==> config.mk <==
export PLATFORM = sky130hd
export DESIGN_NAME = pwm_multi_out
export DESIGN_NICKNAME = d
export VERILOG_FILES = /design/src/rtl/pwm_mo_pkg.sv /design/src/rtl/pwm_mo_tick.sv /design/src/rtl/pwm_mo_regs.sv /design/src/rtl/pwm_mo_steer.sv /design/src/rtl/pwm_multi_out.sv
export SDC_FILE = /design/constraint.sdc
export NUM_CORES = 1
export LEC_CHECK = 0
export ABC_AREA = 1
export CORE_MARGIN = 3
export CORE_UTILIZATION = 40
export CTS_CLUSTER_SIZE = 24
export DETAILED_ROUTE_END_ITERATION = 6
export DONT_BUFFER_PORTS = 1
export GPL_TIMING_DRIVEN = 0
export SYNTH_ARGS = -nofsm -noshare
export SYNTH_HDL_FRONTEND = slang
export SYNTH_SLANG_ARGS = --single-unit
==> constraint.sdc <==
create_clock -name clk -period 3.05 [get_ports clk]
set_clock_uncertainty 0.15 [all_clocks]
set_input_delay 0.305 -clock clk [delete_from_list [all_inputs] [get_ports clk]]
set_output_delay 0.305 -clock clk [all_outputs]
set_load 0.02 [all_outputs]
==> src/rtl/pwm_mo_pkg.sv <==
package pwm_mo_pkg;
   typedef enum logic [1:0] {
      OM_SINGLE = 2'b00,
      OM_FWD    = 2'b01,
      OM_HALF   = 2'b10,
      OM_REV    = 2'b11
   } omode_e;

   typedef struct packed {
      logic [3:0] pol;
      omode_e     mode;
      logic [1:0] pre;
   } ctl_t;

   localparam logic [1:0] SEL_PER  = 2'd0;
   localparam logic [1:0] SEL_DUTY = 2'd1;
   localparam logic [1:0] SEL_CTL  = 2'd2;
   localparam logic [1:0] SEL_DEL  = 2'd3;

   localparam int NUM_OUT = 4;
   localparam int PH_W    = 2;
   localparam int PS_W    = 4;
endpackage

==> src/rtl/pwm_mo_tick.sv <==
module pwm_mo_tick
   import pwm_mo_pkg::*;
#(
   parameter int TMR_W = 8
) (
   input  logic             clk,
   input  logic             rst,
   input  logic             en,
   input  logic [1:0]       pre_sel,
   input  logic [TMR_W-1:0] per_a,
   output logic [TMR_W-1:0] tmr,
   output logic [PH_W-1:0]  phase,
   output logic             wrap,
   output logic             run
);
   localparam logic [PH_W-1:0] PH_LAST = {PH_W{1'b1}};

   logic [PS_W-1:0] ps_cnt;
   logic [PS_W-1:0] ps_max;
   logic            tick;

   always_comb begin
      unique case (pre_sel)
         2'b00:   ps_max = PS_W'(0);
         2'b01:   ps_max = PS_W'(3);
         default: ps_max = PS_W'(15);
      endcase
   end

   assign tick = (ps_cnt == ps_max);
   assign wrap = en && tick && (phase == PH_LAST) && (tmr == per_a);

   always_ff @(posedge clk) begin
      if (rst || !en) begin
         ps_cnt <= '0;
         phase  <= '0;
         tmr    <= '0;
         run    <= 1'b0;
      end else begin
         if (tick) begin
            ps_cnt <= '0;
            phase  <= phase + 1'b1;
            if (phase == PH_LAST)
               tmr <= (tmr == per_a) ? '0 : tmr + 1'b1;
         end else begin
            ps_cnt <= ps_cnt + 1'b1;
         end
         if (wrap)
            run <= 1'b1;
      end
   end

   AST_TMR_IN_RANGE: assert property (@(posedge clk) disable iff (rst)
      tmr <= per_a) else $error("timer beyond period");
   AST_RUN_AT_WRAP: assert property (@(posedge clk) disable iff (rst)
      (en && !run && !wrap) |=> !run) else $error("run without wrap");
endmodule

==> src/rtl/pwm_mo_regs.sv <==
module pwm_mo_regs
   import pwm_mo_pkg::*;
#(
   parameter int         TMR_W   = 8,
   parameter int         DEL_W   = 7,
   parameter logic [3:0] RST_POL = 4'b0000,
   localparam int        DUTY_W  = TMR_W + PH_W
) (
   input  logic              clk,
   input  logic              rst,
   input  logic              en,
   input  logic              wr_en,
   input  logic [1:0]        wr_sel,
   input  logic [DUTY_W-1:0] wr_data,
   input  logic              wrap,
   input  logic              duty_fall,
   output logic [TMR_W-1:0]  per_a,
   output logic [DUTY_W-1:0] duty_a,
   output ctl_t              ctl_a,
   output logic [DEL_W-1:0]  del_a,
   output logic [DEL_W-1:0]  del_sh
);
   logic [TMR_W-1:0]  per_sh;
   logic [DUTY_W-1:0] duty_sh;
   ctl_t              ctl_sh;
   ctl_t              ctl_rst;

   assign ctl_rst = '{pol: RST_POL, mode: OM_SINGLE, pre: 2'b00};

   always_ff @(posedge clk) begin
      if (rst) begin
         per_sh  <= '0;
         duty_sh <= '0;
         ctl_sh  <= ctl_rst;
         del_sh  <= '0;
         per_a   <= '0;
         duty_a  <= '0;
         ctl_a   <= ctl_rst;
         del_a   <= '0;
      end else begin
         if (wr_en) begin
            unique case (wr_sel)
               SEL_PER:  per_sh  <= wr_data[TMR_W-1:0];
               SEL_DUTY: duty_sh <= wr_data;
               SEL_CTL:  ctl_sh  <= ctl_t'(wr_data[7:0]);
               default:  del_sh  <= wr_data[DEL_W-1:0];
            endcase
         end
         if (!en || wrap) begin
            per_a  <= per_sh;
            duty_a <= duty_sh;
            ctl_a  <= ctl_sh;
            del_a  <= del_sh;
         end else if (duty_fall) begin
            del_a  <= del_sh;
         end
      end
   end

   AST_SHADOW_HOLD: assert property (@(posedge clk) disable iff (rst)
      (en && !wrap) |=> ($stable(duty_a) && $stable(per_a) && $stable(ctl_a)))
      else $error("active setting moved off boundary");
endmodule

==> src/rtl/pwm_mo_steer.sv <==
module pwm_mo_steer
   import pwm_mo_pkg::*;
#(
   parameter int         DEL_W   = 7,
   parameter logic [3:0] RST_POL = 4'b0000
) (
   input  logic               clk,
   input  logic               rst,
   input  logic               en,
   input  logic               run,
   input  logic               raw,
   input  omode_e             mode,
   input  logic [3:0]         pol,
   input  logic [DEL_W-1:0]   del_a,
   input  logic [DEL_W-1:0]   del_sh,
   output logic               duty_fall,
   output logic               phase_q,
   output logic [NUM_OUT-1:0] pwm_out
);
   logic [DEL_W-1:0]   dcnt;
   logic               quiet;
   logic [NUM_OUT-1:0] act;

   assign duty_fall = phase_q && !raw;
   assign quiet     = (dcnt == '0);

   always_ff @(posedge clk) begin
      if (rst || !en) begin
         phase_q <= 1'b0;
         dcnt    <= '0;
      end else begin
         phase_q <= raw;
         if (raw != phase_q)
            dcnt <= duty_fall ? del_sh : del_a;
         else if (!quiet)
            dcnt <= dcnt - 1'b1;
      end
   end

   always_comb begin
      unique case (mode)
         OM_SINGLE: act = {3'b000, phase_q};
         OM_FWD:    act = {phase_q, 2'b00, run};
         OM_HALF:   act = {2'b00, run & ~phase_q & quiet, phase_q & quiet};
         default:   act = {1'b0, run, phase_q, 1'b0};
      endcase
   end

   for (genvar i = 0; i < NUM_OUT; i++) begin : g_pin
      always_ff @(posedge clk) begin
         if (rst) pwm_out[i] <= RST_POL[i];
         else     pwm_out[i] <= act[i] ^ pol[i];
      end
   end

   AST_HALF_EXCL: assert property (@(posedge clk) disable iff (rst)
      (mode == OM_HALF) |-> !(act[0] && act[1])) else $error("pair overlap");
   AST_IDLE_DARK: assert property (@(posedge clk) disable iff (rst)
      !run |-> (act == '0)) else $error("active before first wrap");
endmodule

==> src/rtl/pwm_multi_out.sv <==
module pwm_multi_out
   import pwm_mo_pkg::*;
#(
   parameter int         TMR_W   = 8,
   parameter int         DEL_W   = 7,
   parameter logic [3:0] RST_POL = 4'b0000,
   localparam int        DUTY_W  = TMR_W + PH_W
) (
   input  logic               clk,
   input  logic               rst,
   input  logic               en,
   input  logic               wr_en,
   input  logic [1:0]         wr_sel,
   input  logic [DUTY_W-1:0]  wr_data,
   output logic [NUM_OUT-1:0] pwm_out
);
   if (DUTY_W < 8) begin : g_bad_width
      $error("duty width must hold the 8-bit control byte");
   end
   if (DEL_W > DUTY_W || DEL_W < 1) begin : g_bad_delay
      $error("delay width out of range");
   end

   logic [TMR_W-1:0]  per_a;
   logic [DUTY_W-1:0] duty_a;
   ctl_t              ctl_a;
   logic [DEL_W-1:0]  del_a;
   logic [DEL_W-1:0]  del_sh;
   logic [TMR_W-1:0]  tmr;
   logic [PH_W-1:0]   phase;
   logic              wrap;
   logic              run;
   logic              raw;
   logic              duty_fall;
   logic              phase_q;

   pwm_mo_tick #(.TMR_W(TMR_W)) u_tick (
      .clk(clk), .rst(rst), .en(en), .pre_sel(ctl_a.pre), .per_a(per_a),
      .tmr(tmr), .phase(phase), .wrap(wrap), .run(run)
   );

   pwm_mo_regs #(.TMR_W(TMR_W), .DEL_W(DEL_W), .RST_POL(RST_POL)) u_regs (
      .clk(clk), .rst(rst), .en(en), .wr_en(wr_en), .wr_sel(wr_sel),
      .wr_data(wr_data), .wrap(wrap), .duty_fall(duty_fall),
      .per_a(per_a), .duty_a(duty_a), .ctl_a(ctl_a), .del_a(del_a),
      .del_sh(del_sh)
   );

   assign raw = run && ({tmr, phase} < duty_a);

   pwm_mo_steer #(.DEL_W(DEL_W), .RST_POL(RST_POL)) u_steer (
      .clk(clk), .rst(rst), .en(en), .run(run), .raw(raw),
      .mode(ctl_a.mode), .pol(ctl_a.pol), .del_a(del_a), .del_sh(del_sh),
      .duty_fall(duty_fall), .phase_q(phase_q), .pwm_out(pwm_out)
   );

   AST_ZERO_DUTY: assert property (@(posedge clk) disable iff (rst)
      (en && duty_a == '0) |=> !phase_q) else $error("pulse with zero duty");
endmodule

# After elaboration in Yosys (flattened, before gate mapping)
# Cells that the tools add are included.
# totals
inputBits	16
register_bits	93
word_cells	73
out_inout_bits	4
# op_classes
n_bitwise	9
n_reduce_logical	20
eq_ne	10
mux	7
add_sub_neg	4
n_lt_le_gt_ge	1
# ops
op	count
2-to-1 mux 7 bit	4
case mux 4 bit (3 select lines)	1
< comparator 10 bit	1
AND reduction 2 bit	5
adder 8 x 1 -> 8 bit (second input constant)	1
equality test 8 bit	1
2-to-1 mux 8 bit	1
case mux 4 bit (2 select lines)	1
zero test 7 bit	1
subtractor 7 x 1 -> 7 bit (second input constant)	1
equality test 2 x 1 -> 1 bit (second input constant)	3
equality test 2 bit (second input constant)	3
zero test 2 bit	3
logical AND 1 bit	5
adder 4 x 1 -> 4 bit (second input constant)	1
equality test 4 bit	1
bitwise XOR 1 bit	4
AND 1 bit	3
OR reduction 3 bit	1
adder 2 x 1 -> 2 bit (second input constant)	1
zero test 1 bit	2
logical OR 1 bit	2
inequality test 2 bit (second input constant)	1
NOT 1 bit	2
2 further kinds	2

# Logic depth before layout (Yosys ltp)
# depth
depth_word	8
mapped_depth	13
ltp_nobuf	12

# By module
# Synthesis repeated with hierarchy kept, for this count alone.
# hier_totals
hier_cells	663
area_unflattened_um2	4460.5
# by_module_without_submodules
module	area_each_um2	seq_area_each_um2	instances	cells_each
pwm_mo_regs	2539.9	1321.3	1	360
pwm_mo_tick	882.1	300.3	1	135
pwm_mo_steer	773.2	240.2	1	123
pwm_multi_out	265.3	0.0	1	45

# Least setup slack after synthesis
# No wires, ideal clock.
# synth_path
kind	reg2reg
start	reg u_tick.tmr[5]
end	reg u_steer.dcnt[3]
n_path_buf	1
synth_period_minus_slack_ns	2.291
path_stages_with_launch	11
t_arrival_ns	2.071
setup_ns	0.071
required_ns	2.829
slack_ns	0.759
cell_sequence	dfxtp_1 -> ha_1 -> nand2_1 -> nor2_1 -> o21ai_0 -> o211ai_1 -> ha_1 -> clkbuf_1 -> o21ai_0 -> or2_2 -> a21oi_1
# synth_between
elab_chain_len	6
elab_cells_between_ends	8
classes_between	order compare: 1; eq/ne: 2; mux: 2; reduce/logical: 3
# synth_rtl
item	line_no	text
start: declaration	pwm_mo_tick.sv:11	output logic [TMR_W-1:0] tmr,
start signal: assignment	pwm_mo_tick.sv:44	tmr <= (tmr == per_a) ? '0 : tmr + 1'b1;
< comparator 10 bit (*)	pwm_multi_out.sv:49	assign raw = run && ({tmr, phase} < duty_a);
logical AND 1 bit (*)	pwm_multi_out.sv:49	
zero test 1 bit	pwm_mo_steer.sv:24	assign duty_fall = phase_q && !raw;
logical AND 1 bit	pwm_mo_steer.sv:24	
2-to-1 mux 7 bit	-	
2-to-1 mux 7 bit	pwm_mo_steer.sv:33	if (raw != phase_q)
end signal: assignment	pwm_mo_steer.sv:34	dcnt <= duty_fall ? del_sh : del_a;
end signal: assignment	pwm_mo_steer.sv:36	dcnt <= dcnt - 1'b1;
end: declaration	pwm_mo_steer.sv:20	logic [DEL_W-1:0] dcnt;
# Every way passes the cells marked *; elsewhere a longest branch is shown, timed or not.
# A chain may end at the register's enable or synchronous reset.

# Worst setup path in the final report
# layout_path
start	reg u_tick.tmr[5]
end	reg u_steer.dcnt[6]
# The elaborated chain is that of the path after synthesis.

==> run summary <==
Wire per inst: 13.21 µm
DP Cell Count: 749
Top cell type's share of synthesized area: 42.42%
Clock Path Buffers: 2
Non-filler instance count after layout: 775
Fin worst setup slack: 0.4142 ns
Pre-antenna DRT Iters: 4
Crit. Startpoint: u_tick.tmr[5]
Detailed placer's ending HPWL: 7582 µm
CP required: 3.23 ns
Synth Area in Adders: 4.276%
Placed Area: 0.004559 mm²
Root Driver: clkbuf_8
Post-synth EDFFs: 0
Row count: 37
Final core utilization: 46.40%
Area growth syn-to-layout: 11.09%
VDD IR max: 0.3354 mV
Lkg Pwr: 2.107 nW
PwrDens: 610.8 mW/mm²
Area leader, netlist: dfxtp_1
H-tree depth: 3
Launching point of the worst reg2reg path: u_tick.tmr[5]
Syn nets: 644
Unrepaired setup endpoints after global routing: no
GR Util All Layers: 17.34%
Clock network latency to the later pin of the worst-skew pair: 0.39 ns
Final Instance Area: 0.004876 mm²
Post-synthesis instance total: 613
Final WL: 10,240 µm
Crit. End Element: register
Critical path class: reg2reg
Top sig layer: met4
Setup_tns: 0 ns
Crit-path cells: ha_1, a21oi_1, o21ai_0, a21oi_1, o211ai_1, ha_1, clkbuf_2, nand2_1, o21ai_0, a211oi_1, o21ai_0, inv_1
Clk sink count: 93
Dominant cell by count in the synthesized netlist: nor2_1
Post-synthesis xor/xnor area fraction: 2.993%
Clk pwr share: 30.4%
Ports: 20
Slowest cell on the critical path: dfxtp_1
GPL Wtd Cong: 0.8107
Largest family of logic cells by synthesized area: simple AND/OR/NAND/NOR gates
Seq/Total Area, Yosys: 42.42%
Startpoint Class: register
Cell repeated most along the worst path: o21ai_0
Fin. Hold Viols: 0
Mux cell area share after synthesis: 0%
Die footprint: 0.01227 mm²
Via-per-instance ratio: 4.861
Most frequent cells after synthesis: 119 x nor2_1, 100 x nand2_1, 93 x dfxtp_1
Internal power: 1.981 mW
Routed met2 length: 4477 µm
DR WL met3: 547 µm
Antenna violations before repair: 0
Worst path max stage delay: 0.49 ns
Die W: 110.8 µm
Yosys warnings: 0
Worst min path class: in2reg
Clock buffer count from CTS: 9
Clock slew at reported path FFs: 0.10 ns
Critical-path maximum fanout: 10
Distinct cell type count after synthesis: 29
Slew Viols, Final: 0
Worst Tran Pin Value: 0.9120 ns
Max Cap Violations: 0
Sw Ratio: 33.47%
Post-synthesis instance area: 0.004389 mm²
Layout cell share with drive strength beyond 1: 7.981%
P_sw: 997.0 µW
Min Tclk post-route: 2.636 ns
Hold path startpoint: wr_data[5]
Post-place setup slack: 0.3148 ns
Peak Freq: 0.3794 GHz
Worst relative slew slack: 38.73%
# nets final: 665
Final setup fails: 0
Status: finished, final reports clean
CTS tree: done
Starting Density: 41.77%
Sequential share of power: 45.9%
# diodes: 0
ANT nets after route: 0
Vias: 3,767
Buffers on Ports: 0
Core area: 0.01051 mm²
Global-route wire length before repair: 17,220 µm
Ys async rst share: 0%
Number of global-route vias before repair: 3,514
DRT met1 WL: 5057 µm
Largest net degree at the start of global routing: 19
Vert. Die Dim: 110.8 µm
Power share of the combinational group: 23.7%
CP arrival: 2.81 ns
Synth Flop Type: dfxtp_1
Simple-gate share of the synthesized area: 26.65%
DR iter-0 viols: 216
DRC Markers: 0
Synth Area in Compound Gates: 14.99%
Final Cycle Share: 86.42%
GRT Residual Overflow: 0
Main area contributors after synthesis: dfxtp_1 42%, nor2_1 10%, nand2_1 8.6%
Syn avg cell area: 7.160 µm²
FF+latch count, synth: 93
==> power by group through the flow <==
stage	Combinational [mW]	Clock (mW)	Sequential, mW
after global routing	0.827	0.976	1.38
after CTS	0.710	0.918	1.37
after floorplan	0.570	0	1.38
final	0.706	0.905	1.37
after detailed placement	0.689	0	1.39
after global placement	0.676	0	1.39
==> sequential cells by signal, indices dropped and copies added (netlist names) <==
name / cells
u_regs.duty_a: 10
u_regs.per_a: 8
u_steer.dcnt: 7
u_tick.phase: 2
u_regs.ctl_sh: 8
u_tick.run: 1
u_regs.del_sh: 7
u_regs.ctl_a: 8
u_steer.pwm_out: 4
u_steer.phase_q: 1
u_regs.del_a: 7
u_tick.ps_cnt: 4
u_regs.per_sh: 8
u_regs.duty_sh: 10
u_tick.tmr: 8
==> through the flow <==
stage | hold slack, ns | power (mW)
floorplan | 0.2795 | 1.951
global placement | 0.2922 | 2.069
detailed placement | 0.2990 | 2.083
CTS | 0.007753 | 2.995
global route | 0.003122 | 3.185
finish | 0.003270 | 2.978
==> per-layer routing <==
metal	GRT usage, %	vias up
met4	6.650	0
li1	-	2004
met5	0	-
met2	26.94	83
met1	23.94	1672
met3	3.111	8
==> cells in the final DEF (no fill, tap or decap) <==
master,count
a211oi_1,1
a21boi_0,1
a21oi_1,40
a21oi_2,19
a31oi_1,3
buf_1,2
buf_2,4
buf_6,3
bufinv_16,1
clkbuf_1,15
clkbuf_2,1
clkbuf_8,9
clkinv_1,2
clkinv_4,2
dfxtp_1,92
dfxtp_2,1
dlygate4sd3_1,10
ha_1,15
inv_1,67
inv_6,1
inv_8,3
nand2_1,100
nand2_2,1
nand2_4,1
nand3_1,48
nand3_2,1
nand3b_1,1
nand4_1,2
nor2_1,119
nor2_8,1
nor3_1,3
nor4_1,1
o211ai_1,1
o21ai_0,50
or2_2,3
xnor2_1,8
xor2_1,7
==> kinds of logic after synthesis <==
kind of cell             count (synthesis)
flip-flops                              93
buffers and inverters                   94
XOR/XNOR                                15
AO/OA/AOI/OAI                          115
adder cells (fa/ha/maj)                 15
AND/OR/NAND/NOR                        281
==> critical path, delay by kind of cell, from the launching register on <==
family	cells	cell delay [ns]
buf+inv	2	0.24
simple gates	1	0.09
fa+ha+maj	2	0.60
compound gates	7	0.99
flops	1	0.49
==> path summary, 6_finish.rpt <==
check,to,slack [ns],cells past startpoint
max,u_steer.dcnt[6],0.41,12
min,u_regs.del_sh[5],0.003,2
max reg2reg,u_steer.dcnt[6],0.41,12
min reg2reg,u_tick.ps_cnt[0],0.32,1
==> area by class of cell <==
cell class / count / area (µm²)
plain buffers: 25 / 122.6
clock buffers: 9 / 123.9
clock inverters: 7 / 90.09
fillers: 1032 / 5633
inverters: 69 / 259.0
multi-input cells: 426 / 2147
flip-flops and latches: 93 / 1863
well taps: 136 / 170.2
repair buffers: 10 / 100.1
==> timing repair <==
item,in CTS,in global routing
setup endpoints to repair,0,1
hold buffers,10,0
resized for setup,0,3
setup buffers,0,0
hold endpoints to repair,31,0
Note: power is estimated with default switching activity, not from simulation.
